File: src/rtl/ccs_pkg.sv
package ccs_pkg;
  localparam int CCS_AW = 24;  // memory byte address width
  localparam int CCS_CW = 16;  // byte count width
  localparam int CCS_KW = 4;   // protection key width

  typedef enum logic [3:0] {
    S_IDLE, S_CAWW, S_CAWD, S_CW1, S_CW2, S_CW3, S_XFER, S_STAT, S_IRQ
  } ccs_state_e;

  typedef struct packed {
    logic [7:0]        cmd;
    logic [CCS_AW-1:0] daddr;
    logic              cd;
    logic              cc;
    logic              sli;
    logic              skip;
    logic              pci;
    logic              bad;
    logic              tic;
    logic [CCS_CW-1:0] cnt;
  } ccs_cw_t;
endpackage

File: src/rtl/ccs_cw_decode.sv
module ccs_cw_decode
  import ccs_pkg::*;
(
  input  logic [31:0] w0,
  input  logic [31:0] w1,
  output ccs_cw_t     cw
);
  logic unused_bits;
  assign unused_bits = ^w1[23:16];

  always_comb begin
    cw.cmd   = w0[31:24];
    cw.daddr = w0[CCS_AW-1:0];
    cw.cd    = w1[31];
    cw.cc    = w1[30];
    cw.sli   = w1[29];
    cw.skip  = w1[28];
    cw.pci   = w1[27];
    cw.bad   = |w1[26:24];
    cw.tic   = (w0[27:24] == 4'b1000);
    cw.cnt   = w1[CCS_CW-1:0];
  end
endmodule

File: src/rtl/ccs_xfer_ctr.sv
module ccs_xfer_ctr #(
  parameter int AW = 24,
  parameter int CW = 16
) (
  input  logic          clk,
  input  logic          rst,
  input  logic          load,
  input  logic [AW-1:0] ld_addr,
  input  logic [CW-1:0] ld_cnt,
  input  logic          step,
  output logic [AW-1:0] addr,
  output logic [CW-1:0] cnt
);
  always_ff @(posedge clk) begin
    if (rst) begin
      addr <= '0;
      cnt  <= '0;
    end else if (load) begin
      addr <= ld_addr;
      cnt  <= ld_cnt;
    end else if (step) begin
      addr <= addr + AW'(1);
      cnt  <= cnt - CW'(1);
    end
  end
endmodule

File: src/rtl/ccs_sequencer.sv
module ccs_sequencer
  import ccs_pkg::*;
#(
  parameter int CAW_LOC  = 72,
  parameter int STAT_LOC = 64
) (
  input  logic              clk,
  input  logic              rst,
  input  logic              start,
  output logic              rd_en,
  output logic [CCS_AW-1:0] rd_addr,
  input  logic [31:0]       rd_data,
  output logic              wr_en,
  output logic [CCS_AW-1:0] wr_addr,
  output logic [7:0]        wr_data,
  output logic [CCS_KW-1:0] wr_key,
  input  logic              dv_valid,
  input  logic [7:0]        dv_data,
  input  logic              dv_last,
  output logic              dv_ready,
  output logic              dev_op_valid,
  output logic [7:0]        dev_op,
  output logic              pci_irq,
  output logic              irq
);
  localparam logic [CCS_AW-1:0] CW_STEP = CCS_AW'(8);

  ccs_state_e        state;
  logic [CCS_KW-1:0] key;
  logic [CCS_AW-1:0] ccw_addr;
  logic [31:0]       w0;
  logic              new_op, tic_prev;
  logic              f_cd, f_cc, f_sli, f_skip;
  logic [1:0]        st_flags;  // [1] length error, [0] program check
  logic [1:0]        sidx;
  logic [31:0]       st_word;

  ccs_cw_t           cw;
  logic [CCS_AW-1:0] daddr;
  logic [CCS_CW-1:0] cnt;
  logic              accept, ctr_load, ctr_step, cnt_zero;

  ccs_cw_decode u_dec (.w0(w0), .w1(rd_data), .cw(cw));

  assign cnt_zero = (cnt == '0);
  assign dv_ready = (state == S_XFER) && !(cnt_zero && f_cd);
  assign accept   = dv_valid && dv_ready;
  assign ctr_load = (state == S_CW3) && !cw.tic && !cw.bad;
  assign ctr_step = accept && !cnt_zero;
  assign st_word  = {st_flags, 6'b0, ccw_addr + CW_STEP};

  ccs_xfer_ctr #(.AW(CCS_AW), .CW(CCS_CW)) u_ctr (
    .clk(clk), .rst(rst), .load(ctr_load), .ld_addr(cw.daddr),
    .ld_cnt(cw.cnt), .step(ctr_step), .addr(daddr), .cnt(cnt)
  );

  always_ff @(posedge clk) begin
    if (rst) begin
      state <= S_IDLE; key <= '0; ccw_addr <= '0; w0 <= '0;
      new_op <= 1'b0; tic_prev <= 1'b0;
      f_cd <= 1'b0; f_cc <= 1'b0; f_sli <= 1'b0; f_skip <= 1'b0;
      st_flags <= '0; sidx <= '0;
      rd_en <= 1'b0; rd_addr <= '0;
      wr_en <= 1'b0; wr_addr <= '0; wr_data <= '0; wr_key <= '0;
      dev_op_valid <= 1'b0; dev_op <= '0; pci_irq <= 1'b0; irq <= 1'b0;
    end else begin
      rd_en <= 1'b0; wr_en <= 1'b0; dev_op_valid <= 1'b0;
      pci_irq <= 1'b0; irq <= 1'b0;
      unique case (state)
        S_IDLE: if (start) begin
          rd_en <= 1'b1; rd_addr <= CCS_AW'(CAW_LOC);
          new_op <= 1'b1; tic_prev <= 1'b0; st_flags <= '0;
          state <= S_CAWW;
        end
        S_CAWW: state <= S_CAWD;
        S_CAWD: begin
          key      <= rd_data[31:28];
          ccw_addr <= rd_data[CCS_AW-1:0];
          if (rd_data[27:24] != 4'b0) begin
            st_flags <= 2'b01; sidx <= '0; state <= S_STAT;
          end else begin
            rd_en <= 1'b1; rd_addr <= rd_data[CCS_AW-1:0]; state <= S_CW1;
          end
        end
        S_CW1: begin
          rd_en <= 1'b1; rd_addr <= ccw_addr + CCS_AW'(4); state <= S_CW2;
        end
        S_CW2: begin
          w0 <= rd_data; state <= S_CW3;
        end
        S_CW3: begin
          if (cw.tic) begin
            if (tic_prev) begin
              st_flags <= 2'b01; sidx <= '0; state <= S_STAT;
            end else begin
              tic_prev <= 1'b1; ccw_addr <= cw.daddr;
              rd_en <= 1'b1; rd_addr <= cw.daddr; state <= S_CW1;
            end
          end else if (cw.bad) begin
            st_flags <= 2'b01; sidx <= '0; state <= S_STAT;
          end else begin
            tic_prev <= 1'b0;
            f_cd <= cw.cd; f_cc <= cw.cc; f_sli <= cw.sli; f_skip <= cw.skip;
            if (new_op) begin
              dev_op_valid <= 1'b1; dev_op <= cw.cmd; new_op <= 1'b0;
            end
            if (cw.pci) pci_irq <= 1'b1;
            state <= S_XFER;
          end
        end
        S_XFER: begin
          if (cnt_zero && f_cd) begin
            ccw_addr <= ccw_addr + CW_STEP;
            rd_en <= 1'b1; rd_addr <= ccw_addr + CW_STEP; state <= S_CW1;
          end else if (accept) begin
            if (!cnt_zero && !f_skip) begin
              wr_en <= 1'b1; wr_addr <= daddr; wr_data <= dv_data; wr_key <= key;
            end
            if (dv_last) begin
              if ((cnt != CCS_CW'(1)) && !f_sli) begin
                st_flags <= 2'b10; sidx <= '0; state <= S_STAT;
              end else if (f_cc) begin
                new_op <= 1'b1; ccw_addr <= ccw_addr + CW_STEP;
                rd_en <= 1'b1; rd_addr <= ccw_addr + CW_STEP; state <= S_CW1;
              end else begin
                sidx <= '0; state <= S_STAT;
              end
            end
          end
        end
        S_STAT: begin
          wr_en   <= 1'b1;
          wr_addr <= CCS_AW'(STAT_LOC) + CCS_AW'(sidx);
          wr_data <= st_word[31 - 8*sidx -: 8];
          wr_key  <= '0;
          sidx    <= sidx + 2'd1;
          if (sidx == 2'd3) state <= S_IRQ;
        end
        S_IRQ: begin
          irq <= 1'b1; state <= S_IDLE;
        end
        default: state <= S_IDLE;
      endcase
    end
  end
endmodule

File: config.mk
export PLATFORM = sky130hd
export DESIGN_NAME = ccs_sequencer
export DESIGN_NICKNAME = d
export VERILOG_FILES = /design/src/rtl/ccs_pkg.sv /design/src/rtl/ccs_cw_decode.sv /design/src/rtl/ccs_xfer_ctr.sv /design/src/rtl/ccs_sequencer.sv
export SDC_FILE = /design/constraint.sdc
export NUM_CORES = 1
export LEC_CHECK = 0
export BUFFER_PORTS_ARGS = -buffer_cell sky130_fd_sc_hd__buf_4
export CAP_MARGIN = 20
export CORE_ASPECT_RATIO = 2
export CORE_MARGIN = 5
export CORE_UTILIZATION = 61
export CTS_BUF_LIST = sky130_fd_sc_hd__clkbuf_2
export DETAILED_ROUTE_END_ITERATION = 10
export PLACE_DENSITY = 0.87
export SYNTH_ARGS = -nofsm -noshare
export SYNTH_HDL_FRONTEND = slang
export SYNTH_HIERARCHICAL = 1
export SYNTH_SLANG_ARGS = --single-unit
File: constraint.sdc
create_clock -name clk -period 4.1 [get_ports clk]
set_input_delay 0 -clock clk [delete_from_list [all_inputs] [get_ports clk]]
set_output_delay 0 -clock clk [all_outputs]
set_load 0.01 [all_outputs]
==> flow_metrics.py <==
metrics = {
    "grt": {
        "busiest_layer": "met2",
        "antenna_found_initial": 1,
        "grt_use_met1_pct": 37.5,
        "grt_pass1_vias": 9719,
        "grtUsageTotal_pct": 34.4,
        "grt_max_degree": 96,
        "grt_pass1_wl_um": 51500,
        "globalRouteMet2Util_pct": 58.5,
        "grt_overflow_total": 0,
        "use_met3_pct": 5.75,
    },
    "floorplanning": {
        "die_x_um": 99.7,
        "start_util_pct": 62.3,
        "ios": 119,
        "coreArea_um2": 15800,
        "core.rowCount": 65,
        "die_y_um": 189,
        "die_area_um2": 18900,
    },
    "synthesis": {
        "synthTopCellsByArea": "dfxtp_1 38%, nand2_1 7.1%, a21oi_1 6.0%",
        "synth_cells": 1256,
        "ys_warn_count": 6,
        "synth_edf_count": 0,
        "synthArstFlopShare_pct": 0,
        "synth_ff_type": "dfxtp_1",
        "yosys.area.top_type": "dfxtp_1",
        "synth_top_area_share_pct": 38.1,
        "synth_cell_types": 68,
        "yosysSeqAreaShare_pct": 38.1,
        "ys_seq_elements": 187,
        "syn-num-nets": 1306,
        "netlist_area_um2": 9820,
        "syn_area_per_cell_um2": 7.82,
    },
    "clocking": {
        "clock_path_buffers": 2,
        "clk_pin_slew_worst_paths_ps": 260,
        "root_buffer": "clkbuf_2",
        "tritoncts": "done",
        "cts_max_level": 4,
        "cts_buffers": 17,
        "insertion_delay_ps": 780,
        "cts.sinks": 187,
        "cts_setup_buffers": 0,
    },
    "pwr": {
        "power_leakage_uw": 0.00424,
        "vdd_drop_max_v": 0.000350,
        "power_density_nw_per_um2": 498,
    },
    "sta": {
        "slew_violations": 0,
        "fmax_mhz": 290,
        "rsz0062_at_grt": "false",
        "period_minus_slack_ps": 3450,
        "finalHoldViolCount": 0,
        "tightestPinTransition_ps": 1070,
        "relSlewSlack_pct": 27.9,
        "fin_setup_tns_ps": 0,
        "clock_skew_ps": 28.8,
        "post-route-period-util_pct": 84.1,
        "final-setup-viol-count": 0,
    },
    "place": {
        "dpl_cell_area_um2": 10400,
        "dpl.hpwl_um": 21800,
        "numPortBuffers": 118,
        "place_inst": 1443,
        "gp_congestion": 1.00,
    },
    "worst_setup_path": {
        "path_cells": "and4bb_2, and3_1, nand3_1, or4_1, or4_1, a311oi_1",
        "r2r_slack_ps": 650,
        "cp_slowest_cell": "or4_1",
        "cp_max_fo": 23,
        "critPathMaxStageDelay_ps": 760,
        "r2r_end": "u_ctr/addr[17]$_SDFFE_PP0P_",
        "rr_worst_depth": 6,
        "crit_start": "state[2]$_SDFFE_PP0P_",
        "critPathMostFrequentCell": "or4_1",
        "cp-endpoint": "u_ctr/addr[17]$_SDFFE_PP0P_",
        "worstPathRequired_ps": 4800,
        "crit_path_start_kind": "register",
        "arrival_ps": 4150,
        "critPathCaptureType": "register",
        "path_class": "register to register",
        "r2r_start": "state[2]$_SDFFE_PP0P_",
    },
    "run_status": {
        "status": "finished clean",
    },
    "worst_hold_path": {
        "hold_start": "rd_data[27]",
        "hold_path.class": "input port to register",
    },
    "layout": {
        "layout-drive-gt1-share_pct": 13.9,
        "syn2layout_area_growth_pct": 16.5,
        "fin_util_pct": 72.5,
        "most-common-layout-cells": "187 x nand2_1, 187 x dfxtp_1, 139 x buf_4",
        "nNetsFinal": 1390,
        "design_area_um2": 11400,
        "post_layout_nonfiller_instances": 1552,
    },
    "drt": {
        "wl_per_cell_um": 21.0,
        "vias": 10000,
        "ant_nets": 0,
        "firstDrtPassIters": 9,
        "route.final.wire_length_um": 32600,
        "drt-initial-drc-count": 838,
        "detail_route.drc_violations": 0,
        "via_per_inst": 6.46,
    },
    "run": {
        "maxCapViolations": 0,
    },
}
==> kinds of logic after synthesis <==
family	Yosys count	synth area share, %
muxes	9	0.943
xor gates and xnor gates	60	5.35
adders and majority gates	5	0.637
and+or+nand+nor	490	23.6
DFF	187	38.1
AOI/OAI and AO/OA	329	22.3
buffers and inverters	176	9.06
==> timing repair <==
item | in CTS | in global routing
hold buffers | 78 | 1
endpoints found under the hold margin | 132 | 1
resized for setup | 0 | 0
==> state kept, by name, indices dropped and copies added (netlist names), 2 cells and up <==
signal      cells
rd_addr        24
state           4
ccw_addr       24
u_ctr/cnt      16
wr_data         8
key             4
u_ctr/addr     24
st_flags        2
dev_op          8
sidx            2
w0             32
wr_key          4
wr_addr        24
==> worst min path at each step <==
stage | to | slack [ps] | cells past startpoint
6_report | pci_irq$_SDFF_PP0_ | 40 | 3
5_1_grt | key[1]$_SDFFE_PP0P_ | 8 | 4
4_1_cts | w0[26]$_SDFFE_PP0P_ | 0.4 | 4
3_5_place_dp | w0[26]$_SDFFE_PP0P_ | 270 | 3
3_3_place_gp | pci_irq$_SDFF_PP0_ | 260 | 2
2_1_floorplan | key[0]$_SDFFE_PP0P_ | 140 | 2
==> worst max-delay path: cells and delay by family, from the launching register on <==
family | cells | cell delay (ps)
simple gates | 5 | 2380
compound gates | 1 | 290
flops | 1 | 700
==> cell type report <==
type | instances | area, µm²
multi-input combinational | 893 | 5240
fill | 1243 | 4340
sequential | 187 | 3740
timing repair buffer | 218 | 1830
tap | 201 | 251
clock inverter | 11 | 195
clock buffer | 18 | 90.1
inverter | 23 | 86.3
antenna | 1 | 2.50
==> metal layers <==
layer,wire length [µm],up-vias
li1,-,4630
met1,11200,4668
met2,16200,557
met3,2490,165
met4,2590,0
met5,0,-
==> Yosys cell counts, drive strengths merged, types with 5 or more instances <==
master     n
ha         5
inv       22
xnor2     29
mux2i      7
a22o       7
o21ai     38
a22oi     11
or3       16
nand3     63
a211oi    50
nand4     17
a21oi    118
o31ai     14
or4       17
nor3      28
a2111oi    5
clkbuf    80
a221oi    19
xor2      31
nor2     106
nand2    187
buf       73
a311oi    26
o22ai      6
and3      11
and2       7
a31oi      6
nor4      14
dfxtp    187
==> through the flow <==
step / total power (µW) / hold WS [ps] / setup slack (ps)
CTS: 5600 / 0.386 / 723
floorplan: 3840 / 136 / 1150
global route: 5970 / 7.99 / 468
finish: 5700 / 42.3 / 652
detailed placement: 4430 / 271 / 778
global placement: 4380 / 255 / 873
==> where the power goes <==
group / internal [µW] / total (µW) / switching (µW) / leakage, µW
Combinational: 782 / 2040 / 1260 / 0.00256
Sequential: 2110 / 2550 / 439 / 0.00152
Clock: 456 / 1110 / 651 / 0.000159
Total: 3350 / 5700 / 2350 / 0.00424
(Power assumes the default switching activity.)
